<file path="config.mk">
export PLATFORM = sky130hd
export DESIGN_NAME = flash_bus_front
export DESIGN_NICKNAME = d
export VERILOG_FILES = /design/src/rtl/fbf_pkg.sv /design/src/rtl/fbf_sync.sv /design/src/rtl/fbf_ctrl.sv /design/src/rtl/fbf_dp.sv /design/src/rtl/flash_bus_front.sv
export SDC_FILE = /design/constraint.sdc
export NUM_CORES = 1
export LEC_CHECK = 0
export ABC_CLOCK_PERIOD_IN_PS = 3100
export BUFFER_PORTS_ARGS = -buffer_cell sky130_fd_sc_hd__buf_2
export CAP_MARGIN = 15
export CORE_MARGIN = 2
export CORE_UTILIZATION = 35
export CTS_BUF_LIST = sky130_fd_sc_hd__clkbuf_8
export CTS_CLUSTER_SIZE = 28
export DETAILED_ROUTE_END_ITERATION = 6
export SYNTH_ARGS = -nofsm -noshare
export SYNTH_HDL_FRONTEND = slang
export SYNTH_SLANG_ARGS = --single-unit
</file>
<file path="constraint.sdc">
create_clock -name clk -period 3.1 [get_ports clk]
set_clock_uncertainty 0.05 [all_clocks]
set_input_delay 0.31 -clock clk [delete_from_list [all_inputs] [get_ports clk]]
set_output_delay 0.31 -clock clk [all_outputs]
set_load 0.05 [all_outputs]
</file>
<file path="src/rtl/fbf_pkg.sv">
package fbf_pkg;

  // Strobes from control to datapath
  typedef struct packed {
    logic captureByte;
    logic loadColLo;
    logic loadColHi;
    logic incCol;
  } dpCtl_t;

  typedef enum logic [1:0] {
    OP_NONE  = 2'd0,
    OP_READ  = 2'd1,
    OP_PROG  = 2'd2,
    OP_ERASE = 2'd3
  } opKind_t;

  localparam logic [7:0] CMD_READ_GO  = 8'h30;
  localparam logic [7:0] CMD_PROG_GO  = 8'h10;
  localparam logic [7:0] CMD_ERASE_GO = 8'hD0;

endpackage

</file>
<file path="src/rtl/fbf_sync.sv">
module fbf_sync #(
  parameter int WIDTH = 8,
  parameter int STAGES = 2,
  parameter logic [WIDTH-1:0] RST_VAL = '0
) (
  input  logic             clk,
  input  logic             rstN,
  input  logic [WIDTH-1:0] din,
  output logic [WIDTH-1:0] dout
);

  logic [WIDTH-1:0] stg [STAGES];

  for (genvar s = 0; s < STAGES; s++) begin : g_stage
    if (s == 0) begin : g_first
      always_ff @(posedge clk) begin
        if (!rstN) stg[s] <= RST_VAL;
        else       stg[s] <= din;
      end
    end else begin : g_next
      always_ff @(posedge clk) begin
        if (!rstN) stg[s] <= RST_VAL;
        else       stg[s] <= stg[s-1];
      end
    end
  end

  assign dout = stg[STAGES-1];

endmodule

</file>
<file path="src/rtl/fbf_ctrl.sv">
module fbf_ctrl import fbf_pkg::*; #(
  parameter int RECOVERY   = 1000,
  parameter int READ_BUSY  = 25,
  parameter int PROG_BUSY  = 200,
  parameter int ERASE_BUSY = 2000
) (
  input  logic       clk,
  input  logic       rstN,
  input  logic       weS,
  input  logic       reS,
  input  logic       ceS,
  input  logic       wpS,
  input  logic       cleS,
  input  logic       aleS,
  input  logic [7:0] ioS,
  output dpCtl_t     ctl,
  output logic       cmdStrobe,
  output logic       addrStrobe,
  output logic       dataStrobe,
  output logic       busy,
  output logic       ioOe,
  output logic       inStandby,
  output logic       ready
);

  localparam int MAXB_RP = (READ_BUSY > PROG_BUSY) ? READ_BUSY : PROG_BUSY;
  localparam int MAXB    = (MAXB_RP > ERASE_BUSY) ? MAXB_RP : ERASE_BUSY;
  localparam int BUSY_W  = $clog2(MAXB + 1);
  localparam int REC_W   = $clog2(RECOVERY + 2);

  // Power-up recovery counter
  logic [REC_W-1:0] recCnt;
  assign ready = (recCnt == REC_W'(RECOVERY));

  always_ff @(posedge clk) begin
    if (!rstN)      recCnt <= '0;
    else if (!ready) recCnt <= recCnt + 1'b1;
  end

  // Edge detection on synchronised strobes
  logic wePrev, rePrev;
  always_ff @(posedge clk) begin
    if (!rstN) begin
      wePrev <= 1'b1;
      rePrev <= 1'b1;
    end else begin
      wePrev <= weS;
      rePrev <= reS;
    end
  end

  logic weRise, reFall, accept;
  logic busyQ;
  assign weRise = weS & ~wePrev;
  assign reFall = ~reS & rePrev;
  assign accept = weRise & ~ceS & ready & ~busyQ;

  // Byte classification
  logic isCmd, isAddr, isData;
  assign isCmd  = accept &  cleS & ~aleS;
  assign isAddr = accept & ~cleS &  aleS;
  assign isData = accept & ~cleS & ~aleS;

  function automatic opKind_t decodeOp(input logic [7:0] b);
    case (b)
      CMD_READ_GO:  return OP_READ;
      CMD_PROG_GO:  return OP_PROG;
      CMD_ERASE_GO: return OP_ERASE;
      default:      return OP_NONE;
    endcase
  endfunction

  opKind_t reqOp;
  logic    needWp, rejected, takeCmd, startOp;
  logic [BUSY_W-1:0] busyLen;

  assign reqOp    = decodeOp(ioS);
  assign needWp   = (reqOp == OP_PROG) || (reqOp == OP_ERASE);
  assign rejected = isCmd & needWp & ~wpS;
  assign takeCmd  = isCmd & ~rejected;
  assign startOp  = takeCmd & (reqOp != OP_NONE);

  always_comb begin
    case (reqOp)
      OP_READ:  busyLen = BUSY_W'(READ_BUSY - 1);
      OP_PROG:  busyLen = BUSY_W'(PROG_BUSY - 1);
      OP_ERASE: busyLen = BUSY_W'(ERASE_BUSY - 1);
      default:  busyLen = '0;
    endcase
  end

  // Address cycle index since last command
  logic [1:0] addrIdx;
  always_ff @(posedge clk) begin
    if (!rstN)                           addrIdx <= 2'd0;
    else if (takeCmd)                    addrIdx <= 2'd0;
    else if (isAddr && addrIdx != 2'd2)  addrIdx <= addrIdx + 2'd1;
  end

  always_comb begin
    ctl.captureByte = takeCmd | isAddr | isData;
    ctl.loadColLo   = isAddr & (addrIdx == 2'd0);
    ctl.loadColHi   = isAddr & (addrIdx == 2'd1);
    ctl.incCol      = reFall & ~ceS & ready & ~busyQ;
  end

  // Registered kind strobes
  always_ff @(posedge clk) begin
    if (!rstN) begin
      cmdStrobe  <= 1'b0;
      addrStrobe <= 1'b0;
      dataStrobe <= 1'b0;
    end else begin
      cmdStrobe  <= takeCmd;
      addrStrobe <= isAddr;
      dataStrobe <= isData;
    end
  end

  // Busy timer
  logic [BUSY_W-1:0] busyCnt;
  always_ff @(posedge clk) begin
    if (!rstN) begin
      busyQ   <= 1'b0;
      busyCnt <= '0;
    end else if (startOp) begin
      busyQ   <= 1'b1;
      busyCnt <= busyLen;
    end else if (busyQ) begin
      if (busyCnt == '0) busyQ <= 1'b0;
      else               busyCnt <= busyCnt - 1'b1;
    end
  end

  assign busy      = busyQ;
  assign ioOe      = ~ceS & ~reS & ~busyQ & ready;
  assign inStandby = ceS & ~busyQ;

endmodule

</file>
<file path="src/rtl/fbf_dp.sv">
module fbf_dp import fbf_pkg::*; #(
  parameter int COL_W = 16
) (
  input  logic             clk,
  input  logic             rstN,
  input  dpCtl_t           ctl,
  input  logic [7:0]       ioS,
  output logic [7:0]       busByte,
  output logic [COL_W-1:0] colAddr
);

  localparam int HI_W = COL_W - 8;

  always_ff @(posedge clk) begin
    if (!rstN)                busByte <= '0;
    else if (ctl.captureByte) busByte <= ioS;
  end

  always_ff @(posedge clk) begin
    if (!rstN)              colAddr <= '0;
    else if (ctl.loadColLo) colAddr[7:0] <= ioS;
    else if (ctl.loadColHi) colAddr[COL_W-1:8] <= ioS[HI_W-1:0];
    else if (ctl.incCol)    colAddr <= colAddr + 1'b1;
  end

endmodule

</file>
<file path="src/rtl/flash_bus_front.sv">
module flash_bus_front import fbf_pkg::*; #(
  parameter int COL_W      = 16,
  parameter int RECOVERY   = 1000,
  parameter int READ_BUSY  = 25,
  parameter int PROG_BUSY  = 200,
  parameter int ERASE_BUSY = 2000
) (
  input  logic             clk,
  input  logic             rstN,
  input  logic             weN,
  input  logic             reN,
  input  logic             ceN,
  input  logic             cle,
  input  logic             ale,
  input  logic             wpN,
  input  logic [7:0]       ioIn,
  output logic             ioOe,
  output logic             rbDrvLow,
  output logic             inStandby,
  output logic             cmdStrobe,
  output logic             addrStrobe,
  output logic             dataStrobe,
  output logic [7:0]       busByte,
  output logic [COL_W-1:0] colAddr
);

  localparam int SYNC_W = 14;
  localparam logic [SYNC_W-1:0] SYNC_RST = {4'b1110, 10'b0};

  logic [SYNC_W-1:0] syncOut;
  logic weS, reS, ceS, wpS, cleS, aleS;
  logic [7:0] ioS;

  fbf_sync #(.WIDTH(SYNC_W), .STAGES(2), .RST_VAL(SYNC_RST)) u_sync (
    .clk  (clk),
    .rstN (rstN),
    .din  ({weN, reN, ceN, wpN, cle, ale, ioIn}),
    .dout (syncOut)
  );

  assign {weS, reS, ceS, wpS, cleS, aleS, ioS} = syncOut;

  dpCtl_t ctl;
  logic   busy, ready;

  fbf_ctrl #(
    .RECOVERY(RECOVERY), .READ_BUSY(READ_BUSY),
    .PROG_BUSY(PROG_BUSY), .ERASE_BUSY(ERASE_BUSY)
  ) u_ctrl (
    .clk(clk), .rstN(rstN),
    .weS(weS), .reS(reS), .ceS(ceS), .wpS(wpS),
    .cleS(cleS), .aleS(aleS), .ioS(ioS),
    .ctl(ctl),
    .cmdStrobe(cmdStrobe), .addrStrobe(addrStrobe), .dataStrobe(dataStrobe),
    .busy(busy), .ioOe(ioOe), .inStandby(inStandby), .ready(ready)
  );

  fbf_dp #(.COL_W(COL_W)) u_dp (
    .clk(clk), .rstN(rstN), .ctl(ctl), .ioS(ioS),
    .busByte(busByte), .colAddr(colAddr)
  );

  assign rbDrvLow = busy;

  // Observation points for the bound checker
  logic colStep, colLoad;
  assign colStep = ctl.incCol;
  assign colLoad = ctl.loadColLo | ctl.loadColHi;

endmodule

</file>
Word level (Yosys, flattened, before mapping)
Memories as Yosys holds them, arrays and structs flattened.
Index checks and enable logic that the tools add are counted.
W data, S select, Z words.
{ "totals": {"mem_bits_rw": 28, "regBits": 53, "elab_cells": 93, "output_inout_bits": 30, "memories": 1, "input_bits": 16} }
{ "classes": {"n_reduce_logical": 12, "n_eq_ne": 11, "addsub": 4, "n_bitwise": 37, "muxes": 16} }
{ "mem_list": {"columns": ["name", "depth", "width", "rd", "rd_ports_with_merged_regs", "write_ports", "line_no", "rtl"], "rows": [
  ["u_sync.stg", 2, 14, 2, 0, 2, "fbf_sync.sv:12", "logic [WIDTH-1:0] stg [STAGES];"]
]} }
{ "ops": {"columns": ["operator", "count"], "rows": [
  ["$mux W11", 3],
  ["$pmux W11 S3", 1],
  ["$mux W14", 2],
  ["$mux W8", 3],
  ["$and A1 B1 Y1", 23],
  ["$add A16 B1 Y16 const B", 1],
  ["$mux W16", 1],
  ["$logic_not A11 Y1", 1],
  ["$sub A11 B1 Y11 const B", 1],
  ["$add A10 B1 Y10 const B", 1],
  ["$eq A10 B10 Y1 const B", 1],
  ["$not A1 Y1", 10],
  ["$eq A8 B5 Y1 const B", 1],
  ["$eq A8 B6 Y1 const B", 1],
  ["$eq A8 B8 Y1 const B", 1],
  ["$reduce_bool A2 Y1", 4],
  ["$pmux W2 S3", 1],
  ["$reduce_and A2 Y1", 3],
  ["$mux W1", 5],
  ["$eq A2 B1 Y1 const B", 2],
  ["$eq A2 B2 Y1 const B", 2],
  ["$ne A2 B1 Y1 const B", 2],
  ["$or A1 B1 Y1", 4],
  ["$add A2 B1 Y2 const B", 1],
  ["other kinds (5)", 5]
]} }

Longest topological paths before layout
Gate-level depths: netlist (run 1).
{ "depth": {"depth_word": 14, "mapped_depth": 9, "mapped_depth_nobuf": 7} }

Modules after synthesis
From an unflattened synthesis (run 1), not the netlist that was laid out.
{ "unflattened": {"hier_cells": 385, "hier_area_um2": 3619.7} }
{ "modules_own_cells": {"columns": ["mod", "instances", "seq_area_each_um2", "area_each_um2", "cells_each"], "rows": [
  ["fbf_ctrl", 1, 580.6, 1596.5, 181],
  ["fbf_dp", 1, 480.5, 1246.2, 146],
  ["fbf_sync", 1, 560.5, 777.0, 58]
]} }

Worst setup path after synthesis (run 1)
Ideal clock, no wire load.
{ "synth_path": {"path_type": "reg-to-reg", "start": "register u_ctrl.busyQ (netlist: u_ctrl.busy)", "end": "register u_ctrl.busyCnt[5]", "path_stages_with_launch": 8, "setup_slack_ns": 0.377, "path_buffers": 2, "setup_time_ns": 0.080, "t_arrival_ns": 2.593, "required_time_ns": 2.970, "synth_period_minus_slack_ns": 2.723, "cell_sequence": "dfxtp_1 -> or4b_1 -> or4_1 -> buf_2 -> o31a_1 -> buf_6 -> or3_1 -> a211oi_2"} }
{ "synth_via": {"elab_chain_cells": 11, "elab_cells_between_ends": 13, "classes_between": "eq/ne: 1; mux: 1; bitwise: 9; reduce/logical: 2"} }
{ "synth_rtl": {"columns": ["item", "line_no", "rtl"], "rows": [
  ["start, declared", "fbf_ctrl.sv:53", "logic busyQ;"],
  ["start signal, assigned", "fbf_ctrl.sv:124", "busyQ <= 1'b0;"],
  ["start signal, assigned", "fbf_ctrl.sv:127", "busyQ <= 1'b1;"],
  ["start signal, assigned", "fbf_ctrl.sv:130", "if (busyCnt == '0) busyQ <= 1'b0;"],
  ["$not A1 Y1", "fbf_ctrl.sv:56", "assign accept = weRise & ~ceS & ready & ~busyQ;"],
  ["$and A1 B1 Y1", "fbf_ctrl.sv:56", null],
  ["$and A1 B1 Y1 (2 in a row)", "fbf_ctrl.sv:60", "assign isCmd = accept & cleS & ~aleS;"],
  ["$and A1 B1 Y1 (2 in a row)", "fbf_ctrl.sv:79", "assign rejected = isCmd & needWp & ~wpS;"],
  ["$not A1 Y1", "fbf_ctrl.sv:80", "assign takeCmd = isCmd & ~rejected;"],
  ["$and A1 B1 Y1", "fbf_ctrl.sv:80", null],
  ["$and A1 B1 Y1", "fbf_ctrl.sv:81", "assign startOp = takeCmd & (reqOp != OP_NONE);"],
  ["$ne A2 B1 Y1 (no source line) or $reduce_bool A2 Y1 (tied branches)", null, null],
  ["$reduce_and A2 Y1 (no source line)", null, null],
  ["end signal, assigned", "fbf_ctrl.sv:128", "busyCnt <= busyLen;"],
  ["end signal, assigned", "fbf_ctrl.sv:131", "else busyCnt <= busyCnt - 1'b1;"],
  ["end, declared", "fbf_ctrl.sv:121", "logic [BUSY_W-1:0] busyCnt;"]
]} }
Parallel ways exist; a longest one is shown, timed or not.
A chain may end at the register's enable or synchronous reset.

Worst setup path after layout (run 1)
Ends and elaborated chain as after synthesis.

==> impl_metrics.yaml, run 1 <==
run_status:
  run_status: "finished clean"
placement:
  place_ws_ns: 0.4296
  placedInstanceArea_um2: 4111
  dp_hpwl_um: 6393
  port_buffers: 45
  gp_routability_congestion: 0.8830
  numPlacedInstances: 590
layout:
  syn2layout_area_growth_pct: 15.61
  final-instance-count-excl-fill: 606
  filler_cell_count: 1010
  final_net_count: 488
  sequential_cell_area_um2: 1622
  final_layout_size_suffix_gt1_share_pct: 17.45
  antenna_cells_inserted: 0
  multiInputGateArea_um2: 1978
  finish.instance_area_um2: 4290
critical_path:
  critPathBufInv: 0
  critical-path-slowest-cell: "or4_1"
  worst_path_dominant_cell_family: "simple AND/OR/NAND/NOR gates"
  timing.critical_path.cells: "or4b_1, or4_1, o31a_1, or3_1, a211oi_2"
  critical_path.max_fanout: 9
  worstSetupEndpoint: "u_ctrl.busyCnt[5]$_SDFFE_PN0P_"
  timing.rr.start: "u_ctrl.busy$_SDFF_PN0_"
  setup.worst_path.start_class: "flop"
  worst_setup_path_startpoint: "u_ctrl.busy$_SDFF_PN0_"
  worst_path_largest_cell_delay_ns: 0.64
  worstSetupEndpointType: "flop"
  rr_worst_depth: 5
  critical_path_depth: 5
  rrSetupSlack_ns: 0.40
  critPathKind: "flop to flop"
  worstReg2RegEnd: "u_ctrl.busyCnt[5]$_SDFFE_PN0P_"
  data_required_time_of_the_worst_path_ns: 3.33
  crit_arrival_ns: 2.93
floorplanning:
  height_of_the_die_um: 107.0
  floorplan.initialDensity_pct: 35.95
  fp.dieW_um: 107.0
  row_count: 37
  io_pins: 46
  fp.dieArea_um2: 11440
  core_um2: 10320
synthesis:
  synthMostInstantiatedCell: "dfxtp_1"
  postSynthNetCount: 440
  netlist.area_leader.share_pct: 43.70
  netlist_area_um2: 3711
  synth_seq_area_share_pct: 43.70
  synth-edff-count: 0
  yosys_warnings: 0
  dominantRegCellSynth: "dfxtp_1"
  post_synth_most_frequent_cells: "dfxtp_1 (81), nor2_1 (33), a21oi_1 (25), and2_1 (24)"
  yosysTopAreaCell: "dfxtp_1"
  post_synth_cell_types: 67
  syn-mean-instance-area_um2: 8.899
  syn_inst: 417
  ys_seq_elements: 81
  ys_async_sr_fraction_pct: 0
  yosys-top-cells-area: "dfxtp_1 (44%), and2_1 (4.0%), a21oi_1 (3.4%)"
sta:
  finalWorstSetupSlack_ns: 0.3963
  setup-violations-final: 0
  finalHoldViolCount: 0
  grt_setup_unrepaired: "no"
  max_slew_margin_pct: 61.91
  timing_worst_slew_pin_value_ns: 0.5676
  fin_worst_hold_slack_ns: 0.07766
  fraction_of_the_cycle_the_final_worst_path_needs_pct: 87.21
  setup_total_negative_slack_ns: 0
  achievable-frequency_ghz: 0.3699
  slew_viol_final: 0
  period_minus_slack_ns: 2.704
clock_network:
  cts-htree-levels: 3
  cts_hold_repair.buffers: 0
  clock-sinks: 81
  postCtsResizedCells: 0
  cts_tree: "done"
  cts_max_path_buffers: 2
  clk_latency_ns: 0.36
  clk_transition_reported_paths_ns: 0.08
  cts_setup_buffers: 0
  cts_made_buffers: 9
  cts.root.buffer_cell: "clkbuf_8"
min_path:
  hold_class: "input port to flop"
  whs_path_depth: 2
global_route:
  grt_start_max_net_pins: 50
  antenna_found_initial: 0
  globalRouteOverflowTotal: 0
  grt_pass1_vias: 3199
  grt_pass1_wl_um: 15380
  global_route.usage.total_pct: 16.81
drt:
  route.final.wire_length_um: 8973
  dr_total_vias: 3333
  dr.first_iter.drc_count: 123
  final_antenna_net_count: 0
  vias_per_cell: 5.500
  firstDrtPassIters: 5
  remaining_design_rule_violation_count: 0
  routedWlPerCell_um: 14.81
pwr:
  worst_ir_drop_vdd_mv: 0.2860
  netSwitchingPower_w: 0.0004631
  p_comb_share_pct: 3.7
  clkPwrFrac_pct: 38.1
  powerDensity_nw_per_um2: 431.3
  internal-power_w: 0.001387
  sequentialPowerShare_pct: 58.2
  cellLeakagePower_nw: 1.603
  power.share.switching_pct: 25.02
flow_run:
  cap_violations: 0
[worst register-to-register path: cells and delay by family, from the launching register on]
kind	cells	cell delay (ns)
AND/OR/NAND/NOR	3	1.57
flip-flops	1	0.39
AO/OA/AOI/OAI	2	0.61
[per-layer routing]
| metal | vias up | GRT usage, % | wire [um] |
|---|---|---|---|
| li1 | 1638 | - | - |
| met1 | 1601 | 21.63 | 4047 |
| met2 | 86 | 27.25 | 4375 |
| met3 | 8 | 4.438 | 450 |
| met4 | 0 | 5.844 | 99 |
| met5 | - | 0 | 0 |
[cell usage in the layout, fill, tap and decap left out, types with 9 or more instances in the layout]
cell type,instances
clkbuf_8,9
nor2_1,33
nand2_1,19
and2_1,24
o21ai_0,22
dfxtp_1,81
inv_1,11
nand3_1,22
a21oi_1,25
nor3_1,10
nand2b_1,11
buf_2,45
buf_4,10
[power by group through the flow]
stage           logic, W  clock network, W  registers (W)
2_1_floorplan  0.0000474                 0        0.00109
4_1_cts        0.0000691          0.000730        0.00108
6_report       0.0000681          0.000705        0.00108
3_5_place_dp   0.0000686                 0        0.00110
3_3_place_gp   0.0000676                 0        0.00110
5_1_grt        0.0000782          0.000778        0.00108
[area by class of cell]
cell class / count / share of cell area (%)
multi-input cells: 307 / 46.11
flip-flops and latches: 81 / 37.80
repair buffers: 55 / 6.999
well taps: 136 / 3.966
clock buffers: 9 / 2.887
clock inverters: 7 / 1.283
inverters: 11 / 0.9624
[worst min-delay path by stage]
stage | from | end
final | ceN | u_sync.stg[0][11]$_SDFF_PN1_
after global routing | ceN | u_sync.stg[0][11]$_SDFF_PN1_
after CTS | ceN | u_sync.stg[0][11]$_SDFF_PN1_
after detailed placement | u_sync.stg[0][11]$_SDFF_PN1_ | u_sync.stg[1][11]$_SDFF_PN1_
after global placement | u_sync.stg[0][13]$_SDFF_PN1_ | u_sync.stg[1][13]$_SDFF_PN1_
after floorplan | u_sync.stg[0][11]$_SDFF_PN1_ | u_sync.stg[1][11]$_SDFF_PN1_
[stage by stage]
| stage | utilization (%) | power (W) |
|---|---|---|
| after floorplan | - | 0.001142 |
| after global placement | 39.83 | 0.001168 |
| after detailed placement | 39.83 | 0.001171 |
| after CTS | 41.56 | 0.001876 |
| after global routing | 41.56 | 0.001937 |
| final | 41.56 | 0.001851 |
[kinds of logic after synthesis]
kind of cell / Yosys count / share of synthesized area, %
flip-flops: 81 / 43.70
buffers and inverters: 29 / 3.169
multiplexers: 4 / 1.113
adder cells (fa/ha/maj): 7 / 2.360
XOR/XNOR: 10 / 2.360
AND/OR/NAND/NOR: 178 / 27.24
AO/OA/AOI/OAI: 108 / 20.06
[state kept, by name, indices dropped and copies added (netlist names)]
signal / cells
u_ctrl.rePrev: 1
u_ctrl.busy: 1
u_ctrl.addrStrobe: 1
u_dp.busByte: 8
u_ctrl.busyCnt: 11
u_ctrl.cmdStrobe: 1
u_ctrl.addrIdx: 2
u_ctrl.recCnt: 10
u_dp.colAddr: 16
u_sync.stg: 28
u_ctrl.wePrev: 1
u_ctrl.dataStrobe: 1
(Power assumes the default switching activity.)
==> run 2: changes to the inputs <==
--- a/config.mk
+++ b/config.mk
@@ -6,7 +6,7 @@
 export NUM_CORES = 1
 export LEC_CHECK = 0
 export ABC_CLOCK_PERIOD_IN_PS = 3100
-export BUFFER_PORTS_ARGS = -buffer_cell sky130_fd_sc_hd__buf_2
+export BUFFER_PORTS_ARGS = -buffer_cell sky130_fd_sc_hd__clkbuf_2
 export CAP_MARGIN = 15
 export CORE_MARGIN = 2
 export CORE_UTILIZATION = 35
==> run 2 against run 1 <==
Effect of this change:
- sequential cell count did not move
- sequential share of layout area fell by 0.27 points
- non-clock buffer count did not move
- largest cell class unchanged
- hold slack got worse by 0.0037 ns
- combinational power barely moved
- final cell count did not move
- clock power rose by 17%
==> impl_metrics.yaml, run 2 (synthesis results as in run 1) <==
layout:
  top_register: "u_sync.stg"
  layout_commonest_cell: "dfxtp_1"
  reg.largest.list: "u_sync.stg: 28 flops, u_dp.colAddr: 16 flops, u_ctrl.busyCnt: 11 flops"
  final_cell_mix: "dfxtp_1 (81), clkbuf_2 (45), nor2_1 (33), a21oi_1 (25), and2_1 (24)"
  largest_register_ffs: 28
  syn2layout_area_growth_pct: 16.45
  final_net_count: 488
  antenna_cells_inserted: 0
  final_layout_size_suffix_gt1_share_pct: 17.66
  final_core_util_pct: 41.86
  filler_cell_count: 1033
pwr:
  powerDensity_nw_per_um2: 455.6
  worst_ir_drop_vdd_mv: 0.2159
  cellLeakagePower_nw: 1.599
clock_network:
  clock-sinks: 81
  cts.root.buffer_cell: "clkbuf_8"
  cts-htree-levels: 3
  cts_setup_buffers: 0
  clk_transition_reported_paths_ns: 0.09
  cts_tree: "done"
  clk_latency_ns: 0.36
  cts_max_path_buffers: 2
  cts_hold_repair.buffers: 0
  cts_made_buffers: 9
  postCtsResizedCells: 0
placement:
  gp_routability_congestion: 0.8873
  dp_hpwl_um: 6342
  port_buffers: 45
floorplanning:
  io_pins: 46
  fp.dieW_um: 107.0
  core_um2: 10320
  floorplan.initialDensity_pct: 35.95
  height_of_the_die_um: 107.0
  row_count: 37
  fp.dieArea_um2: 11440
critical_path:
  rrSetupSlack_ns: 0.45
  worstReg2RegEnd: "u_ctrl.busyCnt[5]$_SDFFE_PN0P_"
  worstSetupEndpointType: "flop"
  rr_worst_depth: 5
  critPathKind: "flop to flop"
  setup.worst_path.start_class: "flop"
  critical_path.max_fanout: 9
  worst_setup_path_startpoint: "u_ctrl.busy$_SDFF_PN0_"
  crit_arrival_ns: 2.89
  worst_path_largest_cell_delay_ns: 0.63
  timing.rr.start: "u_ctrl.busy$_SDFF_PN0_"
  critical-path-slowest-cell: "or4_1"
  data_required_time_of_the_worst_path_ns: 3.33
  timing.critical_path.cells: "or4b_1, or4_1, o31a_1, or3_1, a211oi_2"
global_route:
  antenna_found_initial: 0
  grt_start_max_net_pins: 50
  grt_pass1_vias: 3127
  globalRouteOverflowTotal: 0
  grt_pass1_wl_um: 14920
  global_route.usage.total_pct: 16.22
run_status:
  run_status: "finished clean"
flow_run:
  cap_violations: 0
sta:
  finalHoldViolCount: 0
  setup_total_negative_slack_ns: 0
  grt_setup_unrepaired: "no"
  timing_worst_slew_pin_value_ns: 0.5684
  fin_worst_hold_slack_ns: 0.07399
  setup-violations-final: 0
  period_minus_slack_ns: 2.654
  slew_viol_final: 0
  max_slew_margin_pct: 61.85
  fraction_of_the_cycle_the_final_worst_path_needs_pct: 85.61
  achievable-frequency_ghz: 0.3768
drt:
  firstDrtPassIters: 5
  route.final.wire_length_um: 9018
  routedWlPerCell_um: 14.88
  vias_per_cell: 5.441
  remaining_design_rule_violation_count: 0
  dr.first_iter.drc_count: 151
  final_antenna_net_count: 0
  dr_total_vias: 3297
min_path:
  holdCritStartpoint: "weN"
  whs_path_depth: 2
  hold_path_end: "u_sync.stg[0][13]$_SDFF_PN1_"
  hold_class: "input port to flop"
## run 2: changes by cell type in the layout (fill, tap and decap cells not counted)
cell | previous run | this run
clkinvlp_4 | 3 | 1
buf_2 | 45 | 0
bufinv_16 | 0 | 1
clkbuf_2 | 0 | 45
inv_1 | 11 | 10
inv_8 | 1 | 2
inv_6 | 1 | 2
## run 2: through the flow
step                      instance area [um^2]  power, W  std cells  setup slack (ns)
after floorplan                           3711  0.001142        417            0.3773
after global placement                    4111  0.001168        590            0.4882
after detailed placement                  4111  0.001171        590            0.4576
after CTS                                 4322  0.001991        606            0.4423
after global routing                      4322  0.002038        606            0.3343
final                                     4322  0.001969        606            0.4462
## run 2: critical path: cells and delay by family, from the launching register on
family | cells | cell delay [ns]
DFF | 1 | 0.38
AOI/OAI and AO/OA | 2 | 0.60
and+or+nand+nor | 3 | 1.53
## run 2: area by class of cell
cell class | count | area [um^2] | area share, %
timing repair buffer | 55 | 300.3 | 6.948
sequential | 81 | 1622 | 37.52
clock buffer | 9 | 123.9 | 2.866
tap | 136 | 170.2 | 3.937
clock inverter | 7 | 86.33 | 1.998
multi-input combinational | 307 | 1978 | 45.77
inverter | 11 | 41.29 | 0.9554
## run 2: worst max-delay path by stage
stage / end / slack (ns)
after floorplan: u_ctrl.busyCnt[5]$_SDFFE_PN0P_ / 0.38
after global placement: u_ctrl.busyCnt[5]$_SDFFE_PN0P_ / 0.49
after detailed placement: u_ctrl.busyCnt[5]$_SDFFE_PN0P_ / 0.46
after CTS: u_ctrl.busyCnt[5]$_SDFFE_PN0P_ / 0.44
after global routing: u_ctrl.busyCnt[6]$_SDFFE_PN0P_ / 0.33
final: u_ctrl.busyCnt[5]$_SDFFE_PN0P_ / 0.45
## run 2: where the power goes
| part | switching (W) | internal, W |
|---|---|---|
| sequential | 0.0000172 | 0.00106 |
| combinational | 0.0000381 | 0.0000301 |
| clock | 0.000433 | 0.000390 |
| total | 0.000488 | 0.00148 |
## run 2: per-layer routing
metal,vias to the layer above,part of all wire (%),routed length (um),GRT usage [%]
met3,14,4.5,406,4.073
met1,1575,46,4132,20.24
met5,-,0,0,0
met4,0,1.5,136,5.844
li1,1643,-,-,-
met2,65,48,4341,27.12
==> run 3: changes to the inputs <==
--- a/config.mk
+++ b/config.mk
@@ -13,6 +13,8 @@
 export CTS_BUF_LIST = sky130_fd_sc_hd__clkbuf_8
 export CTS_CLUSTER_SIZE = 28
 export DETAILED_ROUTE_END_ITERATION = 6
+export REMOVE_ABC_BUFFERS = 1
 export SYNTH_ARGS = -nofsm -noshare
 export SYNTH_HDL_FRONTEND = slang
+export SYNTH_HIERARCHICAL = 1
 export SYNTH_SLANG_ARGS = --single-unit
==> run 3 against run 2 <==
Effect of this change:
- critical path type unchanged
- combinational power increased by 52%
- synthesized cell count shrank 7.7%
- maximum frequency shrank 7.2%
- clock power is 3.3% lower
==> impl_metrics.yaml, run 3 <==
synthesis:
  syn-mean-instance-area_um2: 9.402
  synth-edff-count: 0
  dominantRegCellSynth: "dfxtp_1"
  yosys_warnings: 6
  netlist_area_um2: 3620
  post_synth_cell_types: 68
  yosysTopAreaCell: "dfxtp_1"
  ys_async_sr_fraction_pct: 0
  ys_seq_elements: 81
  yosys-top-cells-area: "dfxtp_1 (45%), and2_2 (3.9%), nor2_1 (3.4%)"
  synth_seq_area_share_pct: 44.80
  post_synth_most_frequent_cells: "dfxtp_1 (81), nor2_1 (33), nand2_1 (23), and2_2 (19), nand3_1 (16)"
  syn_inst: 385
  synthMostInstantiatedCell: "dfxtp_1"
  netlist.area_leader.share_pct: 44.80
layout:
  layout_commonest_cell: "dfxtp_1"
  reg.largest.list: "u_sync/stg: 28 flops, u_dp/colAddr: 16 flops, u_ctrl/busyCnt: 11 flops"
  syn2layout_area_growth_pct: 16.49
  antenna_cells_inserted: 0
  final_core_util_pct: 41.40
  top_register: "u_sync/stg"
  largest_register_ffs: 28
  finish.instance_area_um2: 4217
  final_cell_mix: "dfxtp_1 (81), clkbuf_2 (45), nor2_1 (33), nand2_1 (23), and2_2 (19)"
  final_layout_size_suffix_gt1_share_pct: 22.90
  final_net_count: 459
sta:
  max_slew_margin_pct: 53.02
  setup_total_negative_slack_ns: 0
  timing_worst_slew_pin_value_ns: 0.6988
  achievable-frequency_ghz: 0.3498
  finalHoldViolCount: 0
  fraction_of_the_cycle_the_final_worst_path_needs_pct: 92.22
  grt_setup_unrepaired: "no"
  period_minus_slack_ns: 2.859
  slew_viol_final: 0
  setup-violations-final: 0
critical_path:
  crit_arrival_ns: 3.07
  worst_path_largest_cell_delay_ns: 0.50
  critPathKind: "flop to flop"
  worstReg2RegEnd: "u_dp/colAddr[15]$_SDFFE_PN0P_"
  worst_path_dominant_cell_family: "simple AND/OR/NAND/NOR gates"
  timing.critical_path.cells: "nand4bb_1, or3_1, nor4_1, and2_1, nor2b_1, nand3_1, or3_1, o311ai_1"
  critPathMostFrequentCell: "or3_1"
  worstSetupEndpointType: "flop"
  critical_path.max_fanout: 5
  critical-path-slowest-cell: "or3_1"
  timing.rr.start: "u_ctrl/recCnt[2]$_SDFFE_PN0P_"
  data_required_time_of_the_worst_path_ns: 3.31
  critPathBufInv: 0
  rr_worst_depth: 8
  setup.worst_path.start_class: "flop"
  rrSetupSlack_ns: 0.24
global_route:
  grt_pass1_wl_um: 13300
  globalRouteOverflowTotal: 0
  antenna_found_initial: 0
  grt_start_max_net_pins: 55
  grt_pass1_vias: 2711
  global_route.usage.total_pct: 14.88
clock_network:
  cts.root.buffer_cell: "clkbuf_8"
  cts_hold_repair.buffers: 0
  cts_setup_buffers: 0
  cts-htree-levels: 3
  cts_max_path_buffers: 2
  cts_made_buffers: 9
  clk_transition_reported_paths_ns: 0.09
  clock-sinks: 81
  clk_latency_ns: 0.35
  cts_tree: "done"
  postCtsResizedCells: 0
min_path:
  whs_path_depth: 2
  hold_path_end: "u_sync/stg[0][13]$_SDFF_PN1_"
  holdCritStartpoint: "weN"
  hold_class: "input port to flop"
floorplanning:
  floorplan.initialDensity_pct: 35.54
  io_pins: 46
  fp.dieW_um: 105.7
  row_count: 37
  core_um2: 10180
  fp.dieArea_um2: 11170
  height_of_the_die_um: 105.7
placement:
  placedInstanceArea_um2: 4013
  dp_hpwl_um: 5624
  gp_routability_congestion: 0.8072
  port_buffers: 45
pwr:
  cellLeakagePower_nw: 1.612
  worst_ir_drop_vdd_mv: 0.2700
  powerDensity_nw_per_um2: 472.7
drt:
  dr.first_iter.drc_count: 181
  dr_total_vias: 2934
  firstDrtPassIters: 4
  remaining_design_rule_violation_count: 0
  vias_per_cell: 5.085
  final_antenna_net_count: 0
  routedWlPerCell_um: 14.08
  route.final.wire_length_um: 8122
run_status:
  run_status: "finished clean"
flow_run:
  cap_violations: 0
-- run 3: changes by cell type after synthesis, sizes merged, moves of 4 or more --
cell / before / now
or2b: 0 / 6
xor2: 4 / 10
a22oi: 5 / 0
nand3: 22 / 17
o21ai: 27 / 13
mux2i: 3 / 11
clkbuf: 16 / 9
o21a: 7 / 3
nand2: 19 / 23
a21oi: 25 / 8
-- run 3: worst max path at each step --
stage | to | cells past startpoint | start
2_1_floorplan | u_dp/colAddr[15]$_SDFFE_PN0P_ | 10 | u_ctrl/recCnt[0]$_SDFFE_PN0P_
3_3_place_gp | u_dp/colAddr[15]$_SDFFE_PN0P_ | 8 | u_ctrl/recCnt[2]$_SDFFE_PN0P_
3_5_place_dp | u_dp/colAddr[15]$_SDFFE_PN0P_ | 8 | u_ctrl/recCnt[2]$_SDFFE_PN0P_
4_1_cts | u_dp/colAddr[15]$_SDFFE_PN0P_ | 8 | u_ctrl/recCnt[2]$_SDFFE_PN0P_
5_1_grt | u_dp/colAddr[15]$_SDFFE_PN0P_ | 10 | u_ctrl/recCnt[0]$_SDFFE_PN0P_
6_report | u_dp/colAddr[15]$_SDFFE_PN0P_ | 8 | u_ctrl/recCnt[2]$_SDFFE_PN0P_
-- run 3: layer usage --
layer	track usage, %	share of wire, %	vias up	wire (um)
met5	0	0	-	0
met3	3.587	4.4	8	355
li1	-	-	1485	-
met1	19.29	48	1374	3858
met4	4.417	1.2	0	97
met2	24.56	47	67	3810
-- run 3: area by class of cell --
type / count / area (um^2)
fillers: 1033 / 5968
multi-input cells: 279 / 1898
flip-flops and latches: 81 / 1622
repair buffers: 51 / 270.3
well taps: 136 / 170.2
clock buffers: 10 / 137.6
clock inverters: 6 / 66.31
inverters: 14 / 52.55
-- run 3: kinds of logic (layout without fill, tap and decap cells) --
logic type	count (synthesis)	after routing	synth area share (%)
AOI/OAI and AO/OA	58	58	12.48
xor gates and xnor gates	19	19	4.597
adders and majority gates	7	7	2.420
buffers and inverters	25	81	2.765
DFF	81	81	44.80
muxes	12	12	3.353
and+or+nand+nor	183	183	29.59
-- run 3: per-stage QoR --
stage / hold WS [ns] / instances / total power (W) / worst slack, ns
final: 0.09043 / 577 / 0.001993 / 0.2412
after CTS: 0.07664 / 577 / 0.002016 / 0.2684
after detailed placement: 0.3450 / 561 / 0.001223 / 0.2777
after floorplan: 0.3330 / 374 / 0.001180 / -0.7887
after global routing: 0.07186 / 577 / 0.002077 / 0.01303
after global placement: 0.3394 / 561 / 0.001220 / 0.4047
-- run 3: worst register-to-register path: stages, from the launching register on --
cell	delay [ns]
dfxtp_1	0.35
nand4bb_1	0.30
or3_1	0.50
nor4_1	0.28
and2_1	0.28
nor2b_1	0.30
nand3_1	0.14
or3_1	0.35
o311ai_1	0.23
-- run 3: power by group --
part           internal (W)  switching (W)  total, W
registers           0.00107      0.0000262   0.00109
logic             0.0000412      0.0000632  0.000104
clock network      0.000397       0.000399  0.000796
total               0.00151       0.000488   0.00199
